### src/rtl/limiter_pkg.sv
package limiter_pkg;

    typedef enum logic [1:0] {
        PATH_NONE = 2'd0,
        PATH_PLAY = 2'd1,
        PATH_REC  = 2'd2
    } path_e;

    // Magnitude limits for a 16-bit full scale, one per threshold code.
    function automatic logic [15:0] thr_q15(input logic [1:0] code);
        case (code)
            2'd0:    return 16'd24573;
            2'd1:    return 16'd20437;
            2'd2:    return 16'd16422;
            default: return 16'd12314;
        endcase
    endfunction

endpackage

### src/rtl/limiter_path_sel.sv
module limiter_path_sel
    import limiter_pkg::*;
#(
    parameter int SW   = 16,
    parameter int NADC = 2,
    parameter int NCH  = 2
) (
    input  logic [NADC-1:0]        adc_on,
    input  logic                   dac_on,
    input  logic [NCH-1:0][SW-1:0] rec_smp,
    input  logic [NCH-1:0][SW-1:0] play_smp,
    output path_e                  path,
    output logic [NCH-1:0][SW-1:0] smp
);

    always_comb begin
        if (|adc_on) begin
            path = PATH_REC;
        end else if (dac_on) begin
            path = PATH_PLAY;
        end else begin
            path = PATH_NONE;
        end
    end

    assign smp = (path == PATH_PLAY) ? play_smp : rec_smp;

endmodule

### src/rtl/limiter_level_det.sv
module limiter_level_det #(
    parameter int SW  = 16,
    parameter int NCH = 2
) (
    input  logic [NCH-1:0][SW-1:0] smp,
    input  logic [SW:0]            thr,
    output logic [NCH-1:0]         over,
    output logic [NCH-1:0]         sgn
);

    for (genvar c = 0; c < NCH; c++) begin : g_ch
        logic [SW:0] ext;
        logic [SW:0] mag;

        assign ext     = {smp[c][SW-1], smp[c]};
        assign mag     = smp[c][SW-1] ? (~ext + 1'b1) : ext;
        assign over[c] = (mag > thr);
        assign sgn[c]  = smp[c][SW-1];
    end

endmodule

### src/rtl/limiter_ctrl_dec.sv
module limiter_ctrl_dec #(
    parameter int GW       = 8,
    parameter int TMO_BASE = 128,
    parameter int CW       = 10
) (
    input  logic [1:0]    att_sel,
    input  logic          zc_en,
    input  logic [1:0]    tmo_sel,
    output logic [GW-1:0] step,
    output logic [CW-1:0] tmo_last
);

    // Immediate mode always uses a single step.
    assign step     = zc_en ? (GW'(1) << att_sel) : GW'(1);
    assign tmo_last = CW'((TMO_BASE << tmo_sel) - 1);

endmodule

### src/rtl/stereo_limiter_ctrl.sv
module stereo_limiter_ctrl
    import limiter_pkg::*;
#(
    parameter int SW       = 16,
    parameter int GW       = 8,
    parameter int NADC     = 2,
    parameter int TMO_BASE = 128,
    parameter int GAIN_RST = 200
) (
    input  logic            clk,
    input  logic            rst_n,
    input  logic            smp_valid,
    input  logic [SW-1:0]   rec_l,
    input  logic [SW-1:0]   rec_r,
    input  logic [SW-1:0]   play_l,
    input  logic [SW-1:0]   play_r,
    input  logic [NADC-1:0] adc_on,
    input  logic            dac_on,
    input  logic            lim_en,
    input  logic [1:0]      thr_sel,
    input  logic [1:0]      att_sel,
    input  logic            zc_en,
    input  logic [1:0]      tmo_sel,
    output logic [GW-1:0]   gain_code,
    output logic            path_rec,
    output logic            path_play
);

    localparam int NCH       = 2;
    localparam int CW        = $clog2(TMO_BASE * 8);
    localparam int THR_SHIFT = SW - 16;

    typedef struct packed {
        logic [GW-1:0]  gain;
        path_e          path;
        logic           have_prev;
        logic [NCH-1:0] sgn;
        logic           pend;
        logic [CW-1:0]  cnt;
    } st_t;

    st_t st_d, st_q;

    path_e                  path;
    logic [NCH-1:0][SW-1:0] smp;
    logic [NCH-1:0]         over;
    logic [NCH-1:0]         sgn;
    logic [SW:0]            thr_mag;
    logic [GW-1:0]          step;
    logic [CW-1:0]          tmo_last;

    limiter_path_sel #(.SW(SW), .NADC(NADC), .NCH(NCH)) u_path (
        .adc_on   (adc_on),
        .dac_on   (dac_on),
        .rec_smp  ({rec_r, rec_l}),
        .play_smp ({play_r, play_l}),
        .path     (path),
        .smp      (smp)
    );

    assign thr_mag = (SW+1)'({1'b0, thr_q15(thr_sel)}) << THR_SHIFT;

    limiter_level_det #(.SW(SW), .NCH(NCH)) u_det (
        .smp  (smp),
        .thr  (thr_mag),
        .over (over),
        .sgn  (sgn)
    );

    limiter_ctrl_dec #(.GW(GW), .TMO_BASE(TMO_BASE), .CW(CW)) u_dec (
        .att_sel  (att_sel),
        .zc_en    (zc_en),
        .tmo_sel  (tmo_sel),
        .step     (step),
        .tmo_last (tmo_last)
    );

    logic          active;
    logic          same_path;
    logic          prev_ok;
    logic          pend_in;
    logic [CW-1:0] cnt_in;
    logic          zc_hit;
    logic          any_over;
    logic [GW-1:0] gain_dn;

    always_comb begin
        active    = lim_en && (path != PATH_NONE);
        same_path = (path == st_q.path);
        prev_ok   = st_q.have_prev && same_path;
        pend_in   = st_q.pend && same_path;
        cnt_in    = same_path ? st_q.cnt : '0;
        zc_hit    = prev_ok && |(sgn ^ st_q.sgn);
        any_over  = |over;
        gain_dn   = (st_q.gain > step) ? (st_q.gain - step) : '0;

        st_d      = st_q;
        st_d.path = path;

        if (!active) begin
            st_d.pend      = 1'b0;
            st_d.cnt       = '0;
            st_d.have_prev = 1'b0;
        end else if (smp_valid) begin
            st_d.sgn       = sgn;
            st_d.have_prev = 1'b1;
            if (!zc_en) begin
                st_d.pend = 1'b0;
                st_d.cnt  = '0;
                if (any_over) begin
                    st_d.gain = gain_dn;
                end
            end else if (any_over || pend_in) begin
                if (zc_hit || (cnt_in == tmo_last)) begin
                    st_d.gain = gain_dn;
                    st_d.pend = 1'b0;
                    st_d.cnt  = '0;
                end else begin
                    st_d.pend = 1'b1;
                    st_d.cnt  = cnt_in + 1'b1;
                end
            end else begin
                st_d.pend = 1'b0;
                st_d.cnt  = '0;
            end
        end else if (!same_path) begin
            st_d.pend      = 1'b0;
            st_d.cnt       = '0;
            st_d.have_prev = 1'b0;
        end
    end

    always_ff @(posedge clk or negedge rst_n) begin
        if (!rst_n) begin
            st_q.gain      <= GW'(GAIN_RST);
            st_q.path      <= PATH_NONE;
            st_q.have_prev <= 1'b0;
            st_q.sgn       <= '0;
            st_q.pend      <= 1'b0;
            st_q.cnt       <= '0;
        end else begin
            st_q <= st_d;
        end
    end

    assign gain_code = st_q.gain;
    assign path_rec  = (path == PATH_REC);
    assign path_play = (path == PATH_PLAY);

endmodule

### config.mk
export PLATFORM = sky130hd
export DESIGN_NAME = stereo_limiter_ctrl
export DESIGN_NICKNAME = d
export VERILOG_FILES = /design/src/rtl/limiter_pkg.sv /design/src/rtl/limiter_path_sel.sv /design/src/rtl/limiter_level_det.sv /design/src/rtl/limiter_ctrl_dec.sv /design/src/rtl/stereo_limiter_ctrl.sv
export SDC_FILE = /design/constraint.sdc
export NUM_CORES = 1
export LEC_CHECK = 0
export ABC_AREA = 1
export CORE_MARGIN = 2
export CORE_UTILIZATION = 53
export CTS_BUF_LIST = sky130_fd_sc_hd__clkbuf_8
export CTS_CLUSTER_DIAMETER = 120
export DETAILED_ROUTE_END_ITERATION = 6
export GPL_TIMING_DRIVEN = 0
export PLACE_DENSITY = 0.89
export SYNTH_ARGS = -nofsm -noshare
export SYNTH_HDL_FRONTEND = slang
export SYNTH_SLANG_ARGS = --single-unit
### constraint.sdc
create_clock -name clk -period 3.43 [get_ports clk]
set_clock_uncertainty 0.2 [all_clocks]
set_input_delay 1.029 -clock clk [delete_from_list [all_inputs] [get_ports clk]]
set_output_delay 1.029 -clock clk [all_outputs]
set_load 0.03 [all_outputs]
== Yosys cells after proc, flatten, opt, wreduce, memory -nomap -nowiden ==
Cells that the tools add are included.

* Logic and storage cells: 64
* Input bits: 78
* Register bits: 24
* Output and inout port bits: 10

* Bitwise operators: 3
* Mux-type cells: 22
* Reductions and logical operators: 14
* Equality and inequality tests: 9
* Shifts and indexed selects: 2
* $add $sub $neg: 5
* Order comparisons: 3

{| class="wikitable"
|+ Operator list
! operator !! count
|-
| 11-bit 2-to-1 mux || 6
|-
| 8-bit 2-to-1 mux || 6
|-
| 15-bit one-hot mux with 3 select lines || 1
|-
| 17-bit by 1-bit adder with 17-bit output, second input constant || 2
|-
| 17-bit by 15-bit > comparator with 1-bit output || 2
|-
| 17-bit 2-to-1 mux || 2
|-
| 17-bit inverter || 2
|-
| 32-bit 2-to-1 mux || 1
|-
| 10-bit by 1-bit adder with 10-bit output, second input constant || 1
|-
| 10-bit equality test || 1
|-
| 10-bit 2-to-1 mux || 1
|-
| 8-bit by 2-bit left shift with 10-bit output, first input constant || 1
|-
| 10-bit by 2-bit subtractor with 10-bit output, second input constant || 1
|-
| 8-bit > comparator || 1
|-
| 1-bit by 2-bit left shift with 8-bit output, first input constant || 1
|-
| 8-bit subtractor || 1
|-
| 2-bit OR reduction || 3
|-
| 5-bit AND reduction || 1
|-
| 2-bit by 1-bit equality test with 1-bit output, second input constant || 2
|-
| 2-bit equality test, second input constant || 2
|-
| 1-bit logical AND || 4
|-
| 1-bit 2-to-1 mux || 4
|-
| 2-bit by 1-bit != test with 1-bit output, second input constant || 2
|-
| 2-bit nonzero test || 2
|-
| 7 further kinds || 8
|}

== Depth between registers and ports, before layout ==
Gate-level depths: netlist (run 1).

* Depth after elaboration: 14
* Mapped depth: 28
* Depth with buffers taken out: 28

== Cells and area by module ==
Synthesis (run 1) repeated with hierarchy kept, for this count alone.

* Cell total of the unflattened synthesis: 725
* Area, all modules: 4409.2 um^2

{| class="wikitable"
|+ Modules (own cells, without submodules)
! module !! area an instance (um^2) !! seq. area each (um^2) !! instances !! cells each
|-
| stereo_limiter_ctrl || 2088.3 || 604.3 || 1 || 291
|-
| limiter_level_det || 1679.1 || 0.0 || 1 || 300
|-
| limiter_path_sel || 506.7 || 0.0 || 1 || 110
|-
| limiter_ctrl_dec || 135.1 || 0.0 || 1 || 24
|}

== Worst setup path after synthesis (run 1) ==
Ideal clock, no wire load.

* Path kind: in2reg
* Start point: input port adc_on[1]
* End point: register st_q[2] (netlist name)
* Path buffers: 2
* Setup slack: -852 ps
* Data required time: 3112 ps
* Setup time: 118 ps
* Data arrival time: 3964 ps
* Cell stages on the path: 24
* Cell sequence: nor2_4 -> nand2_4 -> buf_4 -> nand2_1 -> nand2_1 -> inv_1 -> ha_1 -> nand3_1 -> nor3_1 -> nand3_1 -> nand2_1 -> nand2_1 -> xor2_1 -> inv_1 -> ha_1 -> nand2_1 -> nor2_1 -> nand3b_1 -> or3_1 -> a21oi_2 -> nand3_2 -> buf_6 -> nand3b_1 -> nand2_1

* Cells in the longest elaborated chain, start to end: 14
* Elaborated cells between the ends (all ways): 32

{| class="wikitable"
|+ RTL lines
! element !! RTL line !! source
|-
| from (decl) || stereo_limiter_ctrl.sv:17 || <nowiki>input logic [NADC-1:0] adc_on,</nowiki>
|-
| 2-bit OR reduction (*) || limiter_path_sel.sv:17 || <nowiki>if (|adc_on) begin</nowiki>
|-
| 2-bit 2-to-1 mux (*) || limiter_path_sel.sv:17 ||
|-
| 2-bit by 1-bit equality test with 1-bit output || limiter_path_sel.sv:26 || <nowiki>assign smp = (path == PATH_PLAY) ? play_smp : rec_smp;</nowiki>
|-
| 32-bit 2-to-1 mux || limiter_path_sel.sv:26 ||
|-
| 17-bit inverter || limiter_level_det.sv:16 || <nowiki>assign mag = smp[c][SW-1] ? (~ext + 1'b1) : ext;</nowiki>
|-
| 17-bit by 1-bit adder with 17-bit output || limiter_level_det.sv:16 ||
|-
| 17-bit 2-to-1 mux || limiter_level_det.sv:16 ||
|-
| 17-bit by 15-bit > comparator with 1-bit output || limiter_level_det.sv:17 || <nowiki>assign over[c] = (mag > thr);</nowiki>
|-
| 2-bit OR reduction || stereo_limiter_ctrl.sv:94 || <nowiki>any_over = |over;</nowiki>
|-
| 1-bit logical OR || stereo_limiter_ctrl.sv:113 || <nowiki>end else if (any_over || pend_in) begin</nowiki>
|-
| 11-bit 2-to-1 mux || stereo_limiter_ctrl.sv:113 ||
|-
| 11-bit 2-to-1 mux || stereo_limiter_ctrl.sv:107 || <nowiki>if (!zc_en) begin</nowiki>
|-
| 11-bit 2-to-1 mux || stereo_limiter_ctrl.sv:104 || <nowiki>end else if (smp_valid) begin</nowiki>
|-
| 11-bit 2-to-1 mux || stereo_limiter_ctrl.sv:100 || <nowiki>if (!active) begin</nowiki>
|-
| to (signal assigned) || stereo_limiter_ctrl.sv:142 || <nowiki>st_q <= st_d;</nowiki>
|-
| to (decl) || stereo_limiter_ctrl.sv:42 || <nowiki>st_t st_d, st_q;</nowiki>
|}

Every way passes the cells marked *; elsewhere a longest branch is shown, timed or not.
A chain may end at the register's enable or synchronous reset.

== Final worst setup path (run 1) ==
* Start point: input port adc_on[1]
* End point: register st_q[9] (netlist name)

The elaborated chain is that of the path after synthesis.

==> results of run 1 <==
-- routing by layer --
metal / vias up / GRT usage, % / share of wire (%)
met3: 88 / 2.95 / 7.2
met5: - / 0 / 0
met4: 0 / 8.96 / 5.3
li1: 2137 / - / -
met1: 2104 / 35.4 / 38
met2: 286 / 48.9 / 49
-- final timing paths --
| check | slack, ps | start | to |
|---|---|---|---|
| max | -930 | adc_on[1] | st_q[9]$_DFFE_PN0P_ |
| min | 290 | gain_code[3]$_DFFE_PN1P_ | gain_code[3]$_DFFE_PN1P_ |
| max reg2reg | 380 | gain_code[0]$_DFFE_PN0P_ | gain_code[5]$_DFFE_PN0P_ |
| min reg2reg | 290 | gain_code[3]$_DFFE_PN1P_ | gain_code[3]$_DFFE_PN1P_ |
| max in group asynchronous | 1210 | rst_n | st_q[8]$_DFFE_PN0P_ |
| min in group asynchronous | 1150 | rst_n | gain_code[0]$_DFFE_PN0P_ |
-- metrics by stage --
step                area (sq um)  total power (W)
detailed placement          4890          0.00153
CTS                         5300          0.00187
global placement            4890          0.00148
finish                      5570          0.00199
floorplan                   3890          0.00119
global route                5570          0.00213
-- critical path, cell delays in order --
cell	delay, ps
sky130_fd_sc_hd__buf_6	100
sky130_fd_sc_hd__nor2_4	130
sky130_fd_sc_hd__nand2_4	120
sky130_fd_sc_hd__buf_12	170
sky130_fd_sc_hd__o21ai_4	210
sky130_fd_sc_hd__ha_4	190
sky130_fd_sc_hd__nand3_4	90
sky130_fd_sc_hd__buf_4	170
sky130_fd_sc_hd__o21ai_1	140
sky130_fd_sc_hd__xnor2_1	180
sky130_fd_sc_hd__inv_1	110
sky130_fd_sc_hd__ha_4	280
sky130_fd_sc_hd__nand2_1	80
sky130_fd_sc_hd__nor2_2	150
sky130_fd_sc_hd__nand3b_1	120
sky130_fd_sc_hd__or3_4	360
sky130_fd_sc_hd__a21oi_4	250
sky130_fd_sc_hd__nand3_4	130
sky130_fd_sc_hd__buf_6	150
sky130_fd_sc_hd__nand3b_1	80
sky130_fd_sc_hd__nand2_1	60
-- state kept, by name (all words and copies together) (netlist names) --
register,flops
st_q,16
gain_code,8
-- cells by family (layout without fill, tap and decap cells) --
group / Yosys count / count (layout) / synth area share (%)
AND/OR/NAND/NOR: 311 / 312 / 38.5
buffers and inverters: 117 / 241 / 13.5
AO/OA/AOI/OAI: 66 / 66 / 10.2
adder cells (fa/ha/maj): 42 / 42 / 13.8
XOR/XNOR: 36 / 36 / 8.14
flip-flops: 24 / 24 / 15.6
multiplexers: 1 / 1 / 0.258
-- report_power, final --
part	switching, W	internal [W]
combinational	0.000725	0.000602
sequential	0.0000650	0.000344
clock	0.0000989	0.000156
total	0.000889	0.00110
-- cells in the mapped netlist (all sizes together) --
| cell type | number | area share, % |
|---|---|---|
| xor2 | 26 | 5.9 |
| o31ai | 3 | 0.58 |
| nor2 | 51 | 6.6 |
| o21bai | 2 | 0.39 |
| nor3b | 3 | 0.58 |
| a21o | 1 | 0.19 |
| clkbuf | 2 | 0.19 |
| and3 | 1 | 0.16 |
| or3 | 1 | 0.16 |
| o21a | 1 | 0.19 |
| fa | 1 | 0.52 |
| dfstp | 3 | 2.0 |
| a31oi | 2 | 0.32 |
| buf | 17 | 3.8 |
| a21boi | 1 | 0.19 |
| a211oi | 1 | 0.19 |
| mux2i | 1 | 0.26 |
| nor4 | 1 | 0.16 |
| xnor2 | 10 | 2.3 |
| dfrtp | 21 | 14 |
| or2 | 1 | 0.16 |
| a21oi | 15 | 2.0 |
| nand2 | 183 | 19 |
| inv | 98 | 9.5 |
| nand4 | 5 | 0.97 |
| o21ai | 39 | 5.8 |
| o211ai | 1 | 0.32 |
| ha | 41 | 13 |
| nor3 | 6 | 1.2 |
| nand3b | 13 | 2.6 |
| nand3 | 46 | 6.9 |
-- final cells by class --
class | instances | area [sq um] | area share, %
flip-flops and latches | 24 | 604 | 10.8
repair buffers | 120 | 1130 | 20.3
plain buffers | 19 | 178 | 3.19
multi-input cells | 457 | 3090 | 55.5
inverters | 98 | 372 | 6.67
clock inverters | 1 | 30.0 | 0.539
well taps | 99 | 124 | 2.22
clock buffers | 3 | 41.3 | 0.741
-- repair_timing --
item	in CTS	in global routing
pin swaps	27	31
gates cloned	2	0
gates resized for setup	52	45
setup buffers	20	12
endpoints found under the setup margin	21	19
==> results_tabular.tex, run 1 <==
\begin{tabular}{lr}
\hline
Metric & Value \\
\hline
\multicolumn{2}{l}{\textbf{Setup path}} \\
\quad Critical path data arrival time & 4330 ps \\
\quad Critical Path RT & 3400 ps \\
\quad Element type at the critical path start & input pin \\
\quad Category of the worst setup path capture point & register \\
\quad Maximum fanout count along the critical path & 8 \\
\quad WS Path Type & in -> reg \\
\quad Number of cells on the worst reg-to-reg path & 12 \\
\multicolumn{2}{l}{\textbf{Finish}} \\
\quad Most frequent standard cell in the layout excluding fill and tap cells & sky130\_fd\_sc\_hd\_\_nand2\_1 \\
\quad \# fillers & 441 \\
\quad Total inserted antenna cells & 0 \\
\quad \# nets final & 843 \\
\quad Most frequent cells in the layout & sky130\_fd\_sc\_hd\_\_nand2\_1 (151), sky130\_fd\_sc\_hd\_\_inv\_1 (95), sky130\_fd\_sc\_hd\_\_clkdlybuf4s50\_1 (83) \\
\quad Share of cells above drive strength 1 & 21.6\% \\
\quad Final standard cell utilization of the core & 77.7\% \\
\quad Area growth, synth to finish & 43.8\% \\
\quad Filler-free cell count of the finished design & 821 \\
\multicolumn{2}{l}{\textbf{Floorplan}} \\
\quad Core area & 7180 sq um \\
\quad Standard-cell rows & 31 \\
\quad Die footprint & 8010 sq um \\
\quad Initial cell density of the core & 54.0\% \\
\quad Horizontal die dimension & 89.5 um \\
\quad I/O pin cnt & 88 \\
\quad Vertical extent of the die & 89.5 um \\
\multicolumn{2}{l}{\textbf{Timing}} \\
\quad Hold\_ws & 288 ps \\
\quad Unrepaired setup endpoints after global routing & yes \\
\quad Slew headroom & 24.2\% \\
\quad Setup violations, final & 19 \\
\quad Post-route clock period utilization & 127\% \\
\quad Final-report hold violation count & 0 \\
\quad Setup TNS Final & -16860 ps \\
\quad Fmax achieved & 230 MHz \\
\quad Clock period minus final worst setup slack & 4360 ps \\
\quad Smallest setup slack after layout & -926 ps \\
\quad Slew at the pin closest to its max-slew limit & 1130 ps \\
\quad Count of final max-slew check failures & 0 \\
\multicolumn{2}{l}{\textbf{Clocking}} \\
\quad Number of H-tree levels & 1 \\
\quad Clock tree from TritonCTS & built \\
\quad CTS Hold Buffers Added & 0 \\
\quad Later-pin clock latency in the skew report & 270 ps \\
\quad Clock transition time at the flip-flop clock pins of the worst setup and hold paths & 90 ps \\
\quad Total CTS buffers & 3 \\
\quad Master cell of the clock root buffer & sky130\_fd\_sc\_hd\_\_clkbuf\_8 \\
\quad Deepest clock path buffer count & 2 \\
\quad Number of clock sinks & 24 \\
\multicolumn{2}{l}{\textbf{Hold path}} \\
\quad Hold Path Cell Cnt & 2 \\
\quad Path type of the worst min-delay path & reg -> reg \\
\multicolumn{2}{l}{\textbf{Drt}} \\
\quad First-pass DRT Iterations & 6 \\
\quad Wirelength per Cell & 15.8 um \\
\quad Post-route ant nets & 0 \\
\quad Violation count after the first detailed-route iteration & 420 \\
\quad Vias per cell & 5.62 \\
\quad Remaining design rule violation count & 0 \\
\quad DR vias & 4615 \\
\quad Aggregate routed wire length & 13.0 mm \\
\multicolumn{2}{l}{\textbf{Global route}} \\
\quad Maximum number of pins on one net before global-route repair & 25 \\
\quad Gr ovfl total & 0 \\
\quad First-pass GRT wire length & 17.9 mm \\
\quad Total Routing Usage GR & 27.8\% \\
\quad Via count of the first global-routing pass & 4122 \\
\quad Number of antenna violations at the first check in global routing & 0 \\
\multicolumn{2}{l}{\textbf{Outcome}} \\
\quad Run status & finished, violations left \\
\quad Failing checks & negative setup slack \\
\multicolumn{2}{l}{\textbf{Place}} \\
\quad Post-detail-place hpwl & 8.33 mm \\
\quad Weighted congestion reported at the end of routability-driven placement & 0.914 \\
\quad DP Cell Count & 783 \\
\quad Pre-CTS setup slack & -1790 ps \\
\quad Total of buffers placed on input and output ports & 87 \\
\multicolumn{2}{l}{\textbf{Yosys}} \\
\quad Post-Syn Area per Cell & 6.49 sq um \\
\quad Post-Syn Area & 3870 sq um \\
\quad Number of instances in the synthesized netlist & 597 \\
\quad Unique cell type count in the Yosys netlist & 47 \\
\quad Number of storage elements in the synthesis netlist & 24 \\
\quad Total nets after synthesis & 717 \\
\quad Sequential fraction of the synthesis area & 15.6\% \\
\quad Yosys warnings & 0 \\
\multicolumn{2}{l}{\textbf{Power}} \\
\quad Static power due to leakage & 2.84 nW \\
\quad Ratio of total power to cell area & 357 nW/um\^{}2 \\
\quad Worst-case vdd ir drop & 186 uV \\
\multicolumn{2}{l}{\textbf{Run}} \\
\quad Count of max-cap constraint violations & 0 \\
\hline
\end{tabular}
No activity file was read; power rests on OpenSTA's default activity.
==> run 2, diff against run 1 <==
- CORE_MARGIN: 2 -> unset
==> run 2 against run 1 <==
Net effect:
- the run still ends with negative setup slack left
- die area is 4.4% lower
- cell area is 0.58% higher
- via count is 6.4% higher
- hold slack better by 1.7 ps
- clock power is 5% higher
- core utilization is 3.1 points higher
- setup slack worse by 89 ps
- critical endpoint is now st_q[0]$_DFFE_PN0P_
==> results_tabular.tex, run 2 (synthesized netlist as in run 1, its figures left out) <==
\begin{tabular}{lr}
\hline
Metric & Value \\
\hline
\multicolumn{2}{l}{\textbf{Outcome}} \\
\quad Run status & finished, violations left \\
\quad Failing checks & negative setup slack \\
\multicolumn{2}{l}{\textbf{Setup path}} \\
\quad Setup slack of the most critical reg-to-reg path & 580 ps (+200 ps) \\
\quad Crit path buf inv count & 4 (-1) \\
\quad Critical path cell sequence & buf\_8 > nor2\_4 > nand2\_8 > buf\_12 > o21ai\_2 > nand2\_1 > nor3\_4 > nand3\_2 > nand2\_2 > nand2\_2 > xor2\_1 > inv\_1 > ha\_4 > nand2\_4 > nor2\_4 > nand3b\_1 > or3\_4 > a21oi\_4 > nand3\_4 > buf\_6 > nand3\_1 > nand2\_1 \\
\quad WS Path Type & in -> reg \\
\quad Element type at the critical path start & input pin \\
\quad Critical path data arrival time & 4420 ps (+90 ps) \\
\quad Cell count along the critical path & 22 (+4.8\%) \\
\quad Critical path's slowest cell & sky130\_fd\_sc\_hd\_\_or3\_4 \\
\quad Critical Path RT & 3410 ps (about the same) \\
\quad Largest stage delay on the critical path & 360 ps (about the same) \\
\quad Number of cells on the worst reg-to-reg path & 15 (+3) \\
\quad Family with the most delay on the worst path & simple AND/OR/NAND/NOR gates \\
\quad Maximum fanout count along the critical path & 8 (unchanged) \\
\quad Reg-to-reg critical path endpoint & gain\_code[5]\$\_DFFE\_PN0P\_ \\
\quad Source of the worst register-to-register timing path & st\_q[14]\$\_DFF\_PN0\_ \\
\quad Category of the worst setup path capture point & register \\
\multicolumn{2}{l}{\textbf{Hold path}} \\
\quad Launch instance of the worst min-delay path & gain\_code[3]\$\_DFFE\_PN1P\_ \\
\quad Hold Path Cell Cnt & 2 (unchanged) \\
\quad Path type of the worst min-delay path & reg -> reg \\
\quad Min-Delay Endpoint & gain\_code[3]\$\_DFFE\_PN1P\_ \\
\multicolumn{2}{l}{\textbf{Finish}} \\
\quad \# fillers & 395 (-10\%) \\
\quad Most frequent standard cell in the layout excluding fill and tap cells & sky130\_fd\_sc\_hd\_\_nand2\_1 \\
\quad Most frequent cells in the layout & sky130\_fd\_sc\_hd\_\_nand2\_1 (151), sky130\_fd\_sc\_hd\_\_inv\_1 (93), sky130\_fd\_sc\_hd\_\_clkdlybuf4s50\_1 (83) \\
\quad \# nets final & 838 (-0.59\%) \\
\quad Sequential standard cell area & 604 sq um (unchanged) \\
\quad Share of cells above drive strength 1 & 22.3\% (+0.71 points) \\
\quad Max reg flops & 16 (unchanged) \\
\quad Design area & 5610 sq um (+0.58\%) \\
\quad Combined area of the multi-input logic cells & 3120 sq um (+0.69\%) \\
\quad Total inserted antenna cells & 0 (unchanged) \\
\quad Area growth, synth to finish & 44.7\% \\
\quad Largest register by flop count & st\_q \\
\multicolumn{2}{l}{\textbf{Drt}} \\
\quad First-pass DRT Iterations & 6 (unchanged) \\
\quad Remaining design rule violation count & 0 (unchanged) \\
\quad Wirelength per Cell & 18.3 um (+16\%) \\
\quad Violation count after the first detailed-route iteration & 847 (+100\%) \\
\quad DR vias & 4910 (+6.4\%) \\
\quad Post-route ant nets & 0 (unchanged) \\
\quad Vias per cell & 6.04 (+7.4\%) \\
\quad Aggregate routed wire length & 14.9 mm (+15\%) \\
\multicolumn{2}{l}{\textbf{Place}} \\
\quad Weighted congestion reported at the end of routability-driven placement & 0.908 (-0.56\%) \\
\quad Placement-stage cell area & 4880 sq um (about the same) \\
\quad Pre-CTS setup slack & -1800 ps (-7.36 ps) \\
\quad Total of buffers placed on input and output ports & 87 (unchanged) \\
\quad Post-detail-place hpwl & 8.43 mm (+1.2\%) \\
\multicolumn{2}{l}{\textbf{Floorplan}} \\
\quad Initial cell density of the core & 55.8\% (+1.8 points) \\
\quad I/O pin cnt & 88 (unchanged) \\
\quad Standard-cell rows & 30 (-3.2\%) \\
\quad Vertical extent of the die & 87.5 um (-2.2\%) \\
\quad Die footprint & 7660 sq um (-4.4\%) \\
\quad Core area & 6940 sq um (-3.2\%) \\
\quad Horizontal die dimension & 87.5 um (-2.2\%) \\
\multicolumn{2}{l}{\textbf{Power}} \\
\quad Static power due to leakage & 2.86 nW (+0.56\%) \\
\quad Ratio of total power to cell area & 362 nW/um\^{}2 (+1.4\%) \\
\quad Worst-case vdd ir drop & 335 uV (+81\%) \\
\quad Total power & 0.00203 W (+2.0\%) \\
\multicolumn{2}{l}{\textbf{Global route}} \\
\quad Global routing usage on met2 & 58.5\% (+9.6 points) \\
\quad Maximum number of pins on one net before global-route repair & 25 (unchanged) \\
\quad First-pass GRT wire length & 19.7 mm (+10\%) \\
\quad Gr ovfl total & 0 (unchanged) \\
\quad Total Routing Usage GR & 32.5\% (+4.8 points) \\
\quad Met1 Usage GRT & 38.8\% (+3.4 points) \\
\quad Via count of the first global-routing pass & 4416 (+7.1\%) \\
\quad Met3 GRT Util & 5.02\% (+2.1 points) \\
\quad Peak-usage layer in the global routing report & met2 \\
\quad Number of antenna violations at the first check in global routing & 0 (unchanged) \\
\multicolumn{2}{l}{\textbf{Timing}} \\
\quad Fmax achieved & 225 MHz (-2.0\%) \\
\quad Unrepaired setup endpoints after global routing & yes \\
\quad Setup violations, final & 19 (unchanged) \\
\quad Post-route clock period utilization & 130\% (+2.6 points) \\
\quad Setup TNS Final & -17980 ps (-1120 ps) \\
\quad Smallest setup slack after layout & -1020 ps (-89.2 ps) \\
\quad Count of final max-slew check failures & 0 (unchanged) \\
\quad Slew at the pin closest to its max-slew limit & 1170 ps (+44.7 ps) \\
\quad Slew headroom & 21.6\% (-2.5 points) \\
\quad Clock period minus final worst setup slack & 4450 ps (+89.2 ps) \\
\quad Final-report hold violation count & 0 (unchanged) \\
\multicolumn{2}{l}{\textbf{Clocking}} \\
\quad Number of clock sinks & 24 (unchanged) \\
\quad CTS Hold Buffers Added & 0 (unchanged) \\
\quad Deepest clock path buffer count & 2 (unchanged) \\
\quad Clock tree from TritonCTS & built \\
\quad Master cell of the clock root buffer & sky130\_fd\_sc\_hd\_\_clkbuf\_8 \\
\quad Clock transition time at the flip-flop clock pins of the worst setup and hold paths & 100 ps (about the same) \\
\quad Total CTS buffers & 3 (unchanged) \\
\quad Later-pin clock latency in the skew report & 290 ps (+20 ps) \\
\quad Number of H-tree levels & 1 (unchanged) \\
\multicolumn{2}{l}{\textbf{Run}} \\
\quad Count of max-cap constraint violations & 0 (unchanged) \\
\hline
\end{tabular}
-- run 2: worst max path at each step --
| stage | slack, ps | endpoint | start |
|---|---|---|---|
| 3_3_place_gp | -1700 | st_q[7]$_DFFE_PN0P_ | adc_on[1] |
| 6_report | -1020 | st_q[0]$_DFFE_PN0P_ | adc_on[1] |
| 2_1_floorplan | -780 | st_q[2]$_DFFE_PN0P_ | adc_on[1] |
| 3_5_place_dp | -1800 | st_q[7]$_DFFE_PN0P_ | adc_on[1] |
| 5_1_grt | -1110 | st_q[4]$_DFFE_PN0P_ | rec_l[15] |
| 4_1_cts | -820 | st_q[7]$_DFFE_PN0P_ | adc_on[0] |
-- run 2: through the flow --
stage | cells | hold slack, ps | utilization (%)
global route | 813 | 308 | 80.7
finish | 813 | 289 | 80.7
CTS | 803 | 293 | 76.7
detailed placement | 780 | 267 | 70.3
floorplan | 597 | 243 | -
global placement | 780 | 262 | 70.3
-- run 2: power by group --
part / switching [W] / internal [W] / total [W]
Combinational: 0.000767 / 0.000594 / 0.00136
Clock: 0.000111 / 0.000157 / 0.000267
Sequential: 0.0000583 / 0.000343 / 0.000402
Total: 0.000936 / 0.00109 / 0.00203
-- run 2: worst register-to-register path: cells and delay by family (launching register included) --
| family | cells | cell delay (ps) |
|---|---|---|
| DFF | 1 | 420 |
| buffers and inverters | 3 | 380 |
| and+or+nand+nor | 11 | 1480 |
| adders and majority gates | 1 | 280 |
-- run 2: cell type report --
cell class,instances,share of cell area (%)
plain buffers,19,3.33
multi-input cells,456,55.6
well taps,96,2.14
repair buffers,116,20.3
flip-flops and latches,24,10.8
inverters,98,6.63
clock buffers,3,0.737
clock inverters,1,0.536
-- run 2: what timing repair did --
item | in CTS | in global routing
cloned | 2 | 0
pin swaps | 25 | 41
resized for setup | 63 | 57
setup buffers | 17 | 10
endpoints found under the setup margin | 21 | 20
-- run 2: routing by layer --
metal / up-vias / part of all wire [%]
met2: 436 / 46
met5: - / 0
met1: 2203 / 35
li1: 2126 / -
met4: 0 / 7.9
met3: 145 / 11
==> run 3, diff against run 2 <==
- MAX_ROUTING_LAYER: unset -> met4
==> run 3 against run 2 <==
Net effect:
- the flow finishes with violations (design-rule violations, negative setup slack)
- power down 0.55%
- global-route usage down 0.51 points
- clock power down 25%
- non-clock buffer count up 2
- critical path depth down 2
- cell count up 0.37%
- routed wire length down 1.0%
- first-iteration DRC count down 26%
- hold slack worse by 11 ps
- die area unchanged
- via count down 1.7%
- highest routed layer unchanged
==> results_tabular.tex, run 3 (synthesized netlist as in run 1, its figures left out) <==
\begin{tabular}{lr}
\hline
Metric & Value \\
\hline
\multicolumn{2}{l}{\textbf{Global route}} \\
\quad Gr ovfl total & 0 (unchanged) \\
\quad Maximum number of pins on one net before global-route repair & 25 (unchanged) \\
\quad Total Routing Usage GR & 32.0\% (-0.51 points) \\
\quad First-pass GRT wire length & 19.1 mm (-3.4\%) \\
\quad Number of antenna violations at the first check in global routing & 0 (unchanged) \\
\quad Via count of the first global-routing pass & 4295 (-2.7\%) \\
\multicolumn{2}{l}{\textbf{Setup path}} \\
\quad Critical path data arrival time & 4530 ps (+110 ps) \\
\quad Largest stage delay on the critical path & 370 ps (about the same) \\
\quad Crit path buf inv count & 4 (unchanged) \\
\quad WS Path Type & in -> reg \\
\quad Element type at the critical path start & input pin \\
\quad Category of the worst setup path capture point & register \\
\quad Critical path cell sequence & buf\_8 > nor2\_4 > nand2\_4 > buf\_12 > o21ai\_4 > ha\_4 > nand3\_4 > o21ai\_0 > xnor2\_1 > inv\_1 > ha\_1 > nand2\_1 > nor2\_1 > nand3b\_1 > or3\_4 > a21oi\_4 > nand3\_4 > buf\_6 > nand3\_1 > nand2\_1 \\
\quad Critical path's slowest cell & sky130\_fd\_sc\_hd\_\_or3\_4 \\
\quad Maximum fanout count along the critical path & 8 (unchanged) \\
\quad Critical Path RT & 3390 ps (-20 ps) \\
\quad Family with the most delay on the worst path & simple AND/OR/NAND/NOR gates \\
\multicolumn{2}{l}{\textbf{Timing}} \\
\quad Setup violations, final & 19 (unchanged) \\
\quad Final-report hold violation count & 0 (unchanged) \\
\quad Post-route clock period utilization & 133\% (+3.4 points) \\
\quad Slew headroom & 22.7\% (+1.1 points) \\
\quad Fmax achieved & 219 MHz (-2.5\%) \\
\quad Count of final max-slew check failures & 0 (unchanged) \\
\quad Hold\_ws & 279 ps (-10.9 ps) \\
\quad Setup TNS Final & -20360 ps (-2380 ps) \\
\quad Unrepaired setup endpoints after global routing & yes \\
\quad Smallest setup slack after layout & -1130 ps (-115 ps) \\
\quad Clock period minus final worst setup slack & 4560 ps (+115 ps) \\
\quad Slew at the pin closest to its max-slew limit & 1160 ps (-15.9 ps) \\
\multicolumn{2}{l}{\textbf{Drt}} \\
\quad First-pass DRT Iterations & 7 (+1) \\
\quad Remaining design rule violation count & 5 (+5) \\
\quad Wirelength per Cell & 18.0 um (-1.4\%) \\
\quad Post-route ant nets & 0 (unchanged) \\
\quad Vias per cell & 5.91 (-2.1\%) \\
\quad Violation count after the first detailed-route iteration & 626 (-26\%) \\
\quad Aggregate routed wire length & 14.7 mm (-1.0\%) \\
\quad DR vias & 4826 (-1.7\%) \\
\multicolumn{2}{l}{\textbf{Finish}} \\
\quad Most frequent cells in the layout & sky130\_fd\_sc\_hd\_\_nand2\_1 (144), sky130\_fd\_sc\_hd\_\_inv\_1 (92), sky130\_fd\_sc\_hd\_\_clkdlybuf4s50\_1 (82) \\
\quad \# fillers & 380 (-3.8\%) \\
\quad Largest register by flop count & st\_q \\
\quad Final standard cell utilization of the core & 81.9\% (+1.2 points) \\
\quad Total inserted antenna cells & 0 (unchanged) \\
\quad \# nets final & 841 (+0.36\%) \\
\quad Max reg flops & 16 (unchanged) \\
\quad Area growth, synth to finish & 46.8\% \\
\quad Most frequent standard cell in the layout excluding fill and tap cells & sky130\_fd\_sc\_hd\_\_nand2\_1 \\
\quad Filler-free cell count of the finished design & 816 (+0.37\%) \\
\quad Share of cells above drive strength 1 & 23.6\% (+1.3 points) \\
\multicolumn{2}{l}{\textbf{Floorplan}} \\
\quad Core area & 6940 sq um (unchanged) \\
\quad Vertical extent of the die & 87.5 um (unchanged) \\
\quad Die footprint & 7660 sq um (unchanged) \\
\quad Initial cell density of the core & 55.8\% (unchanged) \\
\quad Horizontal die dimension & 87.5 um (unchanged) \\
\quad Standard-cell rows & 30 (unchanged) \\
\quad I/O pin cnt & 88 (unchanged) \\
\multicolumn{2}{l}{\textbf{Clocking}} \\
\quad Master cell of the clock root buffer & sky130\_fd\_sc\_hd\_\_clkbuf\_8 \\
\quad CTS Hold Buffers Added & 0 (unchanged) \\
\quad Clock tree from TritonCTS & built \\
\quad Number of H-tree levels & 1 (unchanged) \\
\quad Deepest clock path buffer count & 2 (unchanged) \\
\quad Number of clock sinks & 24 (unchanged) \\
\quad Later-pin clock latency in the skew report & 270 ps (-20 ps) \\
\quad Total CTS buffers & 3 (unchanged) \\
\quad Clock transition time at the flip-flop clock pins of the worst setup and hold paths & 90 ps (about the same) \\
\multicolumn{2}{l}{\textbf{Hold path}} \\
\quad Path type of the worst min-delay path & reg -> reg \\
\multicolumn{2}{l}{\textbf{Outcome}} \\
\quad Run status & finished, violations left \\
\quad Failing checks & design-rule violations, negative setup slack \\
\multicolumn{2}{l}{\textbf{Power}} \\
\quad Total power & 0.00202 W (-0.55\%) \\
\quad Worst-case vdd ir drop & 223 uV (-34\%) \\
\quad Ratio of total power to cell area & 355 nW/um\^{}2 (-2.0\%) \\
\quad Static power due to leakage & 2.88 nW (+0.91\%) \\
\multicolumn{2}{l}{\textbf{Place}} \\
\quad Weighted congestion reported at the end of routability-driven placement & 0.929 (+2.3\%) \\
\quad Total of buffers placed on input and output ports & 87 (unchanged) \\
\quad Post-detail-place hpwl & 8.31 mm (-1.5\%) \\
\quad DP Cell Count & 780 (unchanged) \\
\multicolumn{2}{l}{\textbf{Run}} \\
\quad Count of max-cap constraint violations & 0 (unchanged) \\
\hline
\end{tabular}
==> run 3: cell types whose count changed in the layout (fill, tap and decap cells not counted), moves of 2 or more <==
cell and change:
sky130_fd_sc_hd__nand3_1 -2, sky130_fd_sc_hd__o21ai_2 -4, sky130_fd_sc_hd__nand2_1 -7, sky130_fd_sc_hd__o21ai_4 +3
sky130_fd_sc_hd__ha_4 +2, sky130_fd_sc_hd__buf_6 +4, sky130_fd_sc_hd__ha_1 -2, sky130_fd_sc_hd__nand2_4 +2
sky130_fd_sc_hd__nand2_2 +5, sky130_fd_sc_hd__buf_4 -2, sky130_fd_sc_hd__nand3_2 +3
==> run 3: cell type report <==
class                           instances  area (sq um)  share of cell area, %
Sequential cell                        24           604                   10.6
Inverter                               98           374                   6.58
Tap cell                               96           120                   2.11
Multi-Input combinational cell        457          3190                   56.1
Timing Repair Buffer                  118          1160                   20.4
Clock buffer                            4          55.1                  0.968
Buffer                                 19           183                   3.21
==> run 3: path summary, 6_finish.rpt <==
check / startpoint / endpoint / slack (ps) / cells past startpoint
max: adc_on[1] / st_q[0]$_DFFE_PN0P_ / -1130 / 20
min: gain_code[3]$_DFFE_PN1P_ / gain_code[3]$_DFFE_PN1P_ / 280 / 2
max reg2reg: gain_code[0]$_DFFE_PN0P_ / gain_code[4]$_DFFE_PN0P_ / 370 / 12
min reg2reg: gain_code[3]$_DFFE_PN1P_ / gain_code[3]$_DFFE_PN1P_ / 280 / 2
max in group asynchronous: rst_n / st_q[4]$_DFFE_PN0P_ / 1170 / 1
min in group asynchronous: rst_n / gain_code[0]$_DFFE_PN0P_ / 1170 / 1
==> run 3: worst reg2reg max path, stage by stage, from the launching register on <==
cell                      delay (ps)
sky130_fd_sc_hd__dfrtp_1         420
sky130_fd_sc_hd__inv_1            70
sky130_fd_sc_hd__ha_1            170
sky130_fd_sc_hd__inv_1            60
sky130_fd_sc_hd__fa_1            370
sky130_fd_sc_hd__nand2_1          80
sky130_fd_sc_hd__nand2_1          50
sky130_fd_sc_hd__a21oi_1         260
sky130_fd_sc_hd__a31oi_1          80
sky130_fd_sc_hd__nor4_1          880
sky130_fd_sc_hd__nor2_1          120
sky130_fd_sc_hd__nand3_1         140
sky130_fd_sc_hd__nand2_1          50
==> run 3: timing repair <==
item | CTS | global route
setup buffers | 17 | 12
resized for setup | 64 | 66
pin swaps | 32 | 50
cloned | 3 | 0
endpoints found under the setup margin | 21 | 19
==> run 3: report_power, final <==
group	leakage [nW]	total (W)	switching, W	internal (W)
registers	0.309	0.000408	0.0000645	0.000344
logic	2.54	0.00141	0.000801	0.000611
clock network	0.0288	0.000199	0.0000960	0.000103
total	2.88	0.00202	0.000961	0.00106
==> run 3: stage by stage <==
step                setup slack [ps]  area, sq um
finish                         -1130         5690
global route                   -1190         5690
CTS                             -819         5320
detailed placement             -1810         4880
global placement               -1700         4880
floorplan                       -782         3890
==> run 3: routing by layer <==
layer	part of all wire [%]	up-vias	wire, um	global-route usage, %
li1	-	2126	-	-
met1	36	2222	5320	38.4
met2	47	361	6960	55.5
met3	9.1	117	1340	4.74
met4	7.4	0	1090	9.39
met5	0	-	0	-
